### config.mk
export PLATFORM = sky130hd
export DESIGN_NAME = ddr_init_seq
export DESIGN_NICKNAME = d
export VERILOG_FILES = /design/src/rtl/ddr_init_pkg.sv /design/src/rtl/ddr_init_timer.sv /design/src/rtl/ddr_init_lockgate.sv /design/src/rtl/ddr_init_seq.sv
export SDC_FILE = /design/constraint.sdc
export NUM_CORES = 1
export LEC_CHECK = 0
export ABC_AREA = 1
export BUFFER_PORTS_ARGS = -buffer_cell sky130_fd_sc_hd__buf_2
export CAP_MARGIN = 25
export CORE_ASPECT_RATIO = 1.4
export CORE_MARGIN = 2
export CORE_UTILIZATION = 50
export CTS_CLUSTER_SIZE = 25
export DETAILED_ROUTE_END_ITERATION = 7
export PLACE_DENSITY = 0.7
export SYNTH_ARGS = -nofsm -noshare
export SYNTH_HDL_FRONTEND = slang
export SYNTH_HIERARCHICAL = 1
export SYNTH_SLANG_ARGS = --single-unit
### constraint.sdc
create_clock -name clk -period 3.3 [get_ports clk]
set_clock_uncertainty 0.1 [all_clocks]
set_input_delay 0.165 -clock clk [delete_from_list [all_inputs] [get_ports clk]]
set_output_delay 0.165 -clock clk [all_outputs]
set_load 0.01 [all_outputs]
### src/rtl/ddr_init_pkg.sv
package ddr_init_pkg;

   // {select, row strobe, column strobe, write enable}, all active low
   typedef enum logic [3:0] {
      CMD_MRS = 4'b0000,
      CMD_REF = 4'b0001,
      CMD_PRE = 4'b0010,
      CMD_NOP = 4'b0111
   } cmd_e;

   typedef enum logic [2:0] {
      ST_PARK,
      ST_SETTLE,
      ST_ISSUE,
      ST_GAP,
      ST_DONE
   } state_e;

   // order of this enum is the issue order
   typedef enum logic [2:0] {
      STP_NOP,
      STP_PRE_A,
      STP_EXT_WR,
      STP_DLL_RST,
      STP_PRE_B,
      STP_REF_A,
      STP_REF_B,
      STP_MODE_RUN
   } step_e;

endpackage

### src/rtl/ddr_init_timer.sv
module ddr_init_timer #(
   parameter int W = 8
) (
   input  logic         clk,
   input  logic         rst,
   input  logic         load,
   input  logic [W-1:0] load_val,
   output logic         zero
);

   logic [W-1:0] cnt;

   always_ff @(posedge clk) begin
      if (rst)
         cnt <= '0;
      else if (load)
         cnt <= load_val;
      else if (cnt != '0)
         cnt <= cnt - 1'b1;
   end

   assign zero = (cnt == '0);

endmodule

### src/rtl/ddr_init_lockgate.sv
module ddr_init_lockgate #(
   parameter int LOCK_CYC = 200
) (
   input  logic clk,
   input  logic rst,
   input  logic start,
   output logic permit
);

   localparam int LW = $clog2(LOCK_CYC + 1);

   logic          armed;
   logic [LW-1:0] cnt;

   always_ff @(posedge clk) begin
      if (rst) begin
         armed <= 1'b0;
         cnt   <= '0;
      end else if (start) begin
         armed <= 1'b1;
         cnt   <= LW'(LOCK_CYC - 1);
      end else if (armed && cnt != '0) begin
         cnt   <= cnt - 1'b1;
      end
   end

   assign permit = armed && (cnt == '0);

   // the start cycle is never followed directly by permission
   p_no_early_permit_r8: assert property (@(posedge clk) disable iff (rst)
      start |=> !permit);

   // permission is sticky
   p_permit_sticky_r8: assert property (@(posedge clk) disable iff (rst)
      permit |=> permit);

endmodule

### src/rtl/ddr_init_seq.sv
module ddr_init_seq
   import ddr_init_pkg::*;
#(
   parameter int ADDR_W       = 13,
   parameter int BA_W         = 2,
   parameter int CLK_MHZ      = 100,
   parameter int PWRUP_US     = 200,
   parameter int T_RP         = 3,
   parameter int T_MRD        = 2,
   parameter int T_RFC        = 10,
   parameter int DLL_LOCK_CYC = 200,
   parameter int DLL_RST_BIT  = 8,
   parameter logic [ADDR_W-1:0] MR_OPS  = 'h032,
   parameter logic [ADDR_W-1:0] EMR_OPS = 'h000
) (
   input  logic              clk,
   input  logic              rst,
   input  logic              supplies_ok,
   output logic              clk_en,
   output logic              sel_n,
   output logic              row_strobe_n,
   output logic              col_strobe_n,
   output logic              wr_en_n,
   output logic [BA_W-1:0]   bank_sel,
   output logic [ADDR_W-1:0] mem_addr,
   output logic              init_complete,
   output logic              rd_ok
);

   localparam int PWRUP_CYC = CLK_MHZ * PWRUP_US;
   localparam int TW        = $clog2(PWRUP_CYC + T_RP + T_MRD + T_RFC + 1);
   localparam logic [ADDR_W-1:0] DLL_MASK = ADDR_W'(1) << DLL_RST_BIT;
   localparam logic [ADDR_W-1:0] ALLB_MASK = ADDR_W'(1) << 10;

   // elaboration-time parameter checks
   if (ADDR_W < 11) begin : g_bad_addr
      $error("ADDR_W must reach the all-bank address bit");
   end
   if (BA_W < 2) begin : g_bad_ba
      $error("BA_W must be at least 2");
   end
   if (PWRUP_CYC < 1) begin : g_bad_pwr
      $error("settling interval must be at least one cycle");
   end
   if (T_RP < 2 || T_MRD < 2 || T_RFC < 2) begin : g_bad_gap
      $error("command spacings must be at least 2 cycles");
   end
   if (DLL_LOCK_CYC < 2) begin : g_bad_lock
      $error("DLL_LOCK_CYC must be at least 2");
   end
   if (DLL_RST_BIT >= ADDR_W || DLL_RST_BIT == 10) begin : g_bad_dllbit
      $error("DLL_RST_BIT out of range");
   end
   if (MR_OPS[DLL_RST_BIT] || EMR_OPS[0]) begin : g_bad_ops
      $error("MR_OPS must clear the DLL reset bit, EMR_OPS must enable the DLL");
   end

   state_e          state, state_n;
   step_e           step, step_n;
   logic            tmr_load, tmr_zero;
   logic [TW-1:0]   tmr_val;
   logic [TW-1:0]   gap_now;
   cmd_e            cmd;

   function automatic logic [TW-1:0] gap_of(step_e s);
      case (s)
         STP_NOP:                         gap_of = TW'(1);
         STP_PRE_A, STP_PRE_B:            gap_of = TW'(T_RP);
         STP_REF_A, STP_REF_B:            gap_of = TW'(T_RFC);
         default:                         gap_of = TW'(T_MRD);
      endcase
   endfunction

   function automatic cmd_e cmd_of(step_e s);
      case (s)
         STP_NOP:                         cmd_of = CMD_NOP;
         STP_PRE_A, STP_PRE_B:            cmd_of = CMD_PRE;
         STP_REF_A, STP_REF_B:            cmd_of = CMD_REF;
         default:                         cmd_of = CMD_MRS;
      endcase
   endfunction

   assign gap_now = gap_of(step);

   always_comb begin
      state_n  = state;
      step_n   = step;
      tmr_load = 1'b0;
      tmr_val  = '0;
      case (state)
         ST_PARK: begin
            if (supplies_ok) begin
               state_n  = ST_SETTLE;
               tmr_load = 1'b1;
               tmr_val  = TW'(PWRUP_CYC - 1);
            end
         end
         ST_SETTLE: begin
            if (tmr_zero) begin
               state_n = ST_ISSUE;
               step_n  = STP_NOP;
            end
         end
         ST_ISSUE: begin
            if (gap_now == TW'(1)) begin
               step_n = step_e'(step + 3'd1);
            end else begin
               state_n  = ST_GAP;
               tmr_load = 1'b1;
               tmr_val  = gap_now - TW'(2);
            end
         end
         ST_GAP: begin
            if (tmr_zero) begin
               if (step == STP_MODE_RUN) begin
                  state_n = ST_DONE;
               end else begin
                  state_n = ST_ISSUE;
                  step_n  = step_e'(step + 3'd1);
               end
            end
         end
         default: ;
      endcase
   end

   always_ff @(posedge clk) begin
      if (rst) begin
         state <= ST_PARK;
         step  <= STP_NOP;
      end else begin
         state <= state_n;
         step  <= step_n;
      end
   end

   ddr_init_timer #(.W(TW)) u_timer (
      .clk      (clk),
      .rst      (rst),
      .load     (tmr_load),
      .load_val (tmr_val),
      .zero     (tmr_zero)
   );

   ddr_init_lockgate #(.LOCK_CYC(DLL_LOCK_CYC)) u_lockgate (
      .clk    (clk),
      .rst    (rst),
      .start  (state == ST_ISSUE && step == STP_DLL_RST),
      .permit (rd_ok)
   );

   // command and address drive
   always_comb begin
      cmd      = (state == ST_ISSUE) ? cmd_of(step) : CMD_NOP;
      bank_sel = '0;
      mem_addr = '0;
      if (state == ST_ISSUE) begin
         case (step)
            STP_PRE_A, STP_PRE_B: mem_addr = ALLB_MASK;
            STP_EXT_WR: begin
               bank_sel = BA_W'(1);
               mem_addr = EMR_OPS;
            end
            STP_DLL_RST:          mem_addr = MR_OPS | DLL_MASK;
            STP_MODE_RUN:         mem_addr = MR_OPS;
            default: ;
         endcase
      end
   end

   assign {sel_n, row_strobe_n, col_strobe_n, wr_en_n} = cmd;
   assign clk_en        = (state == ST_ISSUE) || (state == ST_GAP) || (state == ST_DONE);
   assign init_complete = (state == ST_DONE);

   // clock enable never drops without reset
   p_cke_sticky_r3: assert property (@(posedge clk) disable iff (rst)
      clk_en |=> clk_en);

   // an executable command is only driven with clock enable high
   p_cmd_needs_cke_r4: assert property (@(posedge clk) disable iff (rst)
      (cmd != CMD_NOP) |-> clk_en);

   // every real command is followed by at least one NOP cycle
   p_gap_nop_r6: assert property (@(posedge clk) disable iff (rst)
      (cmd != CMD_NOP) |=> (cmd == CMD_NOP));

   // completion is sticky and the bus rests at NOP
   p_done_sticky_r7: assert property (@(posedge clk) disable iff (rst)
      init_complete |=> init_complete);

   p_done_quiet_r7: assert property (@(posedge clk) disable iff (rst)
      init_complete |-> (cmd == CMD_NOP));

endmodule

# After elaboration in Yosys (flattened, before gate mapping)
# Index checks and enable logic that the tools add are counted.
dict set report classes {
  n_addsub 4
  mul 0
  div_mod_pow 0
  n_lt_le_gt_ge 0
  n_eq_ne 18
  shift 0
  mux 28
  bitwise 0
  n_reduce_logical 20
}
# cell n
set op_table {}
lappend op_table {{2-to-1 mux 15 bit} 4}
lappend op_table {{case mux 11 bit (3 select lines)} 1}
lappend op_table {{case mux 15 bit (2 select lines)} 1}
lappend op_table {{2-to-1 mux 3 bit} 9}
lappend op_table {{case mux 3 bit (3 select lines)} 2}
lappend op_table {{2-to-1 mux 8 bit} 2}
lappend op_table {{equality test 15 x 1 -> 1 bit (second input constant)} 1}
lappend op_table {{equality test 3 bit (second input constant)} 5}
lappend op_table {{zero test 15 bit} 1}
lappend op_table {{nonzero test 15 bit} 1}
lappend op_table {{subtractor 15 x 1 -> 15 bit (second input constant)} 1}
lappend op_table {{subtractor 15 x 2 -> 15 bit (second input constant)} 1}
lappend op_table {{equality test 3 x 2 -> 1 bit (second input constant)} 4}
lappend op_table {{inequality test 2 bit (second input constant)} 6}
lappend op_table {{case mux 3 bit (4 select lines)} 1}
lappend op_table {{case mux 4 bit (3 select lines)} 1}
lappend op_table {{2-to-1 mux 11 bit} 1}
lappend op_table {{AND reduction 5 bit} 2}
lappend op_table {{zero test 8 bit} 1}
lappend op_table {{nonzero test 8 bit} 1}
lappend op_table {{subtractor 8 x 1 -> 8 bit (second input constant)} 1}
lappend op_table {{equality test 3 x 1 -> 1 bit (second input constant)} 2}
lappend op_table {{zero test 3 bit} 2}
lappend op_table {{OR reduction 2 bit} 3}
lappend op_table {{other kinds (9)} 16}
dict set report word_totals {
  register_bits 30
  latch_bits 0
  ram_bits 0
  rom_bits 0
  in_bits 3
  output_inout_bits 22
  wordCells 76
  mem_count 0
}

# Longest topological paths before layout
dict set report depth {
  word_depth 7
  depth_mapped 14
  mapped_depth_nobuf 14
}

# By module
# Netlist, hierarchy kept.
# module instances cells_per_inst area_each_um2 seq_area_each_um2
set modules_own_cells {}
lappend modules_own_cells {ddr_init_timer 1 144 952.2 300.3}
lappend modules_own_cells {ddr_init_seq 1 112 713.2 120.1}
lappend modules_own_cells {ddr_init_lockgate 1 82 574.3 180.2}

# Least setup slack after synthesis
# No wires, ideal clock.
dict set report synth_timing {
  kind {reg2reg}
  startpoint {register step[0]}
  endpoint {register u_timer.cnt[9]}
  setup_ns 0.128
  arrival_ns 1.665
  required_ns 3.072
  path_slack_ns 1.407
  stages_incl_launch_ff 11
  path_buffers 0
  synth_period_minus_slack_ns 1.893
  cell_sequence {dfxtp_1 inv_1 ha_1 nand2_1 nor2_1 ha_1 inv_1 o21ai_0 or2_2 nand3_1 nor2_1}
}
dict set report synth_via {
  elab_chain_cells 7
  elab_cells_between_ends 16
  cone_classes {1 x add/sub; 5 x eq/ne; 6 x mux; 4 x reduce/logical}
}
# item line_no
set synth_rtl {}
lappend synth_rtl {{from (decl)} ddr_init_seq.sv:59} ;# step_e step, step_n;
lappend synth_rtl {{from (signal assigned)} ddr_init_seq.sv:133} ;# step <= step_n;
lappend synth_rtl {{equality test 3 bit / equality test 3 x 1 -> 1 bit (equally long branches)} ddr_init_seq.sv:66} ;# case (s)
lappend synth_rtl {{OR reduction 2 bit} ddr_init_seq.sv:66}
lappend synth_rtl {{case mux 4 bit (3 select lines) *} ddr_init_seq.sv:66}
lappend synth_rtl {{subtractor 15 x 2 -> 15 bit / equality test 15 x 1 -> 1 bit (equally long branches)} {ddr_init_seq.sv:110, ddr_init_seq.sv:105}}
lappend synth_rtl {{2-to-1 mux 15 bit / 2-to-1 mux 1 bit (equally long branches)} ddr_init_seq.sv:105} ;# if (gap_now == TW'(1)) begin
lappend synth_rtl {{case mux 15 bit (2 select lines) / case mux 1 bit (2 select lines) (equally long branches)} ddr_init_seq.sv:90} ;# case (state)
lappend synth_rtl {{2-to-1 mux 15 bit / nonzero test 2 bit (equally long branches)} n/a}
lappend synth_rtl {{to (signal assigned)} ddr_init_timer.sv:17} ;# cnt <= load_val;
lappend synth_rtl {{to (signal assigned)} ddr_init_timer.sv:19} ;# cnt <= cnt - 1'b1;
lappend synth_rtl {{to (decl)} ddr_init_timer.sv:11} ;# logic [W-1:0] cnt;
# Mark *: on every way between the ends. The rest lies on a longest branch, timed or not.
# A chain may end at the register's enable or synchronous reset.

# Final worst setup path
dict set report layout_timing {
  startpoint {register step[0]}
  endpoint {register u_timer.cnt[9]}
}
dict set report layout_via {
  elab_chain_cells 7
  elab_cells_between_ends 16
  cone_classes {1 x add/sub; 5 x eq/ne; 6 x mux; 4 x reduce/logical}
}
# item line_no
set layout_rtl {}
lappend layout_rtl {{equality test 3 bit / equality test 3 x 1 -> 1 bit (equally long branches)} ddr_init_seq.sv:66}
lappend layout_rtl {{OR reduction 2 bit} ddr_init_seq.sv:66}
lappend layout_rtl {{case mux 4 bit (3 select lines) *} ddr_init_seq.sv:66}
lappend layout_rtl {{equality test 15 x 1 -> 1 bit *} ddr_init_seq.sv:105}
lappend layout_rtl {{2-to-1 mux 1 bit *} ddr_init_seq.sv:105}
lappend layout_rtl {{case mux 1 bit (2 select lines) *} ddr_init_seq.sv:90}
lappend layout_rtl {{via tmr_load} ddr_init_seq.sv:60} ;# logic tmr_load, tmr_zero;
lappend layout_rtl {{2-to-1 mux 15 bit / nonzero test 2 bit (equally long branches)} n/a}
# Mark *: on every way through the listed nets, which the timed path passes. The rest lies on a longest branch.

==> results.tsv <==
metric	value	unit
Leak Pwr	1.23	nW
total grt overflow	0	
drt drc	0	
WP data arrival	2.22	ns
worst vdd ir	0.449	mV
CP Capture Type	register	
fill count	437	
reg2reg start	step[0]	
critical path cell sequence	inv_1 > ha_1 > nand3_1 > nand2_4 > nand2_1 > inv_1 > or2_2 > nand3_1 > nor2_1	
Final nets	367	
hold_buf cts	0	
I/O Pins	25	
Setup crit end	u_timer/cnt[9]	
die area	5040	µm²
first-pass GRT wire length	7530	µm
Worst Reg-to-Reg Cells	9	
Placed Instances	407	
Synth Area in Compound Gates	9.44	%
Tightest Hold Check Type	input port to register	
worst-path fanout max	12	
CTS buffer count	5	
Clock Pin Slew Worst Setup and Hold Paths	0.06	ns
fmax	462	MHz
#FFs+latches synth	30	
final setup violation count	0	
mean number of vias per cell	4.76	
GR Util met2	32.4	%
CTS max path bufs	2	
CP startpoint kind	register	
Post-CTS Resized	0	
postcts setup bufs	0	
post-synthesis mux area share	0	%
port buffer count	14	
max incr delay on CP	0.38	ns
Detailed Route WL	4430	µm
power per cell area	905	nW/µm²
Die H	83.2	µm
Clock Sinks	30	
Worst Slack Setup Final	1.14	ns
fin. max-slew vios	0	
CTS tree	built	
largest family of logic cells by synthesized area	simple AND/OR/NAND/NOR gates	
post-synthesis simple-gate area fraction	43.0	%
final instance area	2430	µm²
layout cell share with drive strength beyond 1	18.9	%
ANT cells	0	
CTS HTree Levels	2	
average cell area after synthesis	6.63	µm²
YS warnings	6	
Adder-Cell Fraction of Synth Area	5.59	%
Buf/Inv on CP	2	
core area	4270	µm²
synth top area cells	dfxtp_1 (27%), nand2_1 (15%), nor2_1 (7.0%)	
met1 Use GR	23.0	%
post-synthesis xor/xnor area fraction	2.74	%
Multi-input gate area	1400	µm²
RSZ-0062 raised after global routing	no	
initial antenna violation count	0	
largest net degree at the start of global routing	23	
minimum clock period	2.16	ns
critical path required time	3.36	ns
Mapped Cells	338	
antenna-violating nets left	0	
Seq/Total Area, Yosys	26.8	%
dpl hpwl	3410	µm
met3 usage	4.21	%
num rows	28	
drt first pass iters	4	
fin cells	415	
synthesis-to-layout area growth	8.49	%
Reg area	601	µm²
Root Driver	clkbuf_8	
critical path's top delay family	simple AND/OR/NAND/NOR gates	
Clock Latency Late Sink	0.29	ns
outcome	completed	
Worst Setup Path Type	register to register	
Hold Vio Cnt, Final	0	
Crit path depth	9	
pre-CTS WS	1.15	ns
vias	1976	
Design Power	2.20	mW
Post-DP Area	2320	µm²
effective utilization at floorplan	52.4	%
GRT Resource Usage Total	19.2	%
Wirelength per Cell	10.7	µm
top-area cell type share of the netlist area	26.8	%
Slowest-stage cell, CP	dfxtp_1	
gr busiest metal	met2	
Max-Cap Viols	0	
width of the die	60.6	µm
Synth cell types	31	
number of global-route vias before repair	1752	
reg-to-reg critical path endpoint	u_timer/cnt[9]	
Worst Hold Launch	rst	
Synth area leader	dfxtp_1	
crit share post-route	65.5	%
initial drt markers	59	
Syn Std Cell Area	2240	µm²
RD Place Congestion	0.903	
setup TNS	0	ns
crit path launch	step[0]	
Worst R2R Setup Slack	1.14	ns
==> cells in the final DEF (no fill, tap or decap), drive strengths merged <==
cell	instances
nand2	98
nor2	59
inv	46
dfxtp	30
a21oi	23
nand3	22
buf	14
o21ai	13
ha	10
conb	10
nand4	6
clkbuf	5
xor2	4
nor3	4
nand3b	3
xnor2	3
clkinv	2
o221ai	1
bufinv	1
or2	1
==> logic make-up after synthesis <==
family / count (synthesis)
AND/OR/NAND/NOR: 193
buffers and inverters: 60
AO/OA/AOI/OAI: 37
flip-flops: 30
adder cells (fa/ha/maj): 10
XOR/XNOR: 7
other: 1
==> cell type report <==
| cell class | instances | area share, % |
|---|---|---|
| clock buffers | 5 | 2.83 |
| clock inverters | 3 | 1.65 |
| inverters | 46 | 7.31 |
| multi-input cells | 257 | 57.5 |
| flip-flops and latches | 30 | 24.7 |
| well taps | 60 | 3.09 |
| repair buffers | 14 | 2.88 |
==> registers in the layout (all words and copies together), names as in the netlist <==
signal,count
step,3
u_timer/cnt,15
state,3
u_lockgate/armed,1
u_lockgate/cnt,8
==> per-stage QoR <==
| stage | util, % | hold WS, ns |
|---|---|---|
| 6_report | 56.9 | 0.208 |
| 3_5_place_dp | 54.3 | 0.380 |
| 2_1_floorplan | - | 0.127 |
| 5_1_grt | 56.9 | 0.223 |
| 4_1_cts | 56.9 | 0.205 |
| 3_3_place_gp | 54.3 | 0.380 |
==> report_power, final <==
group	switching, mW	internal (mW)
registers	0.102	0.462
logic	0.820	0.444
clock network	0.148	0.222
==> per-layer routing <==
layer / vias to the layer above / wire, µm
li1: 1069 / -
met1: 868 / 1940
met2: 31 / 2250
met3: 8 / 150
met4: 0 / 91
met5: - / 0
==> worst min-delay path by stage <==
stage,end,cells past startpoint
2_1_floorplan,u_lockgate/cnt[2],1
3_3_place_gp,u_timer/cnt[1],2
3_5_place_dp,u_timer/cnt[14],2
4_1_cts,u_timer/cnt[9],2
5_1_grt,u_lockgate/cnt[2],2
6_report,u_timer/cnt[9],2
==> cells in the mapped netlist, drive strengths merged <==
library cell and n:
a21oi 23, buf 12, clkbuf 2, conb 1
dfxtp 30, ha 10, inv 46, nand2 98
nand3 22, nand3b 3, nand4 6, nor2 59
nor3 4, o21ai 13, o221ai 1, or2 1
xnor2 3, xor2 4
No activity file was read; power rests on OpenSTA's default activity.
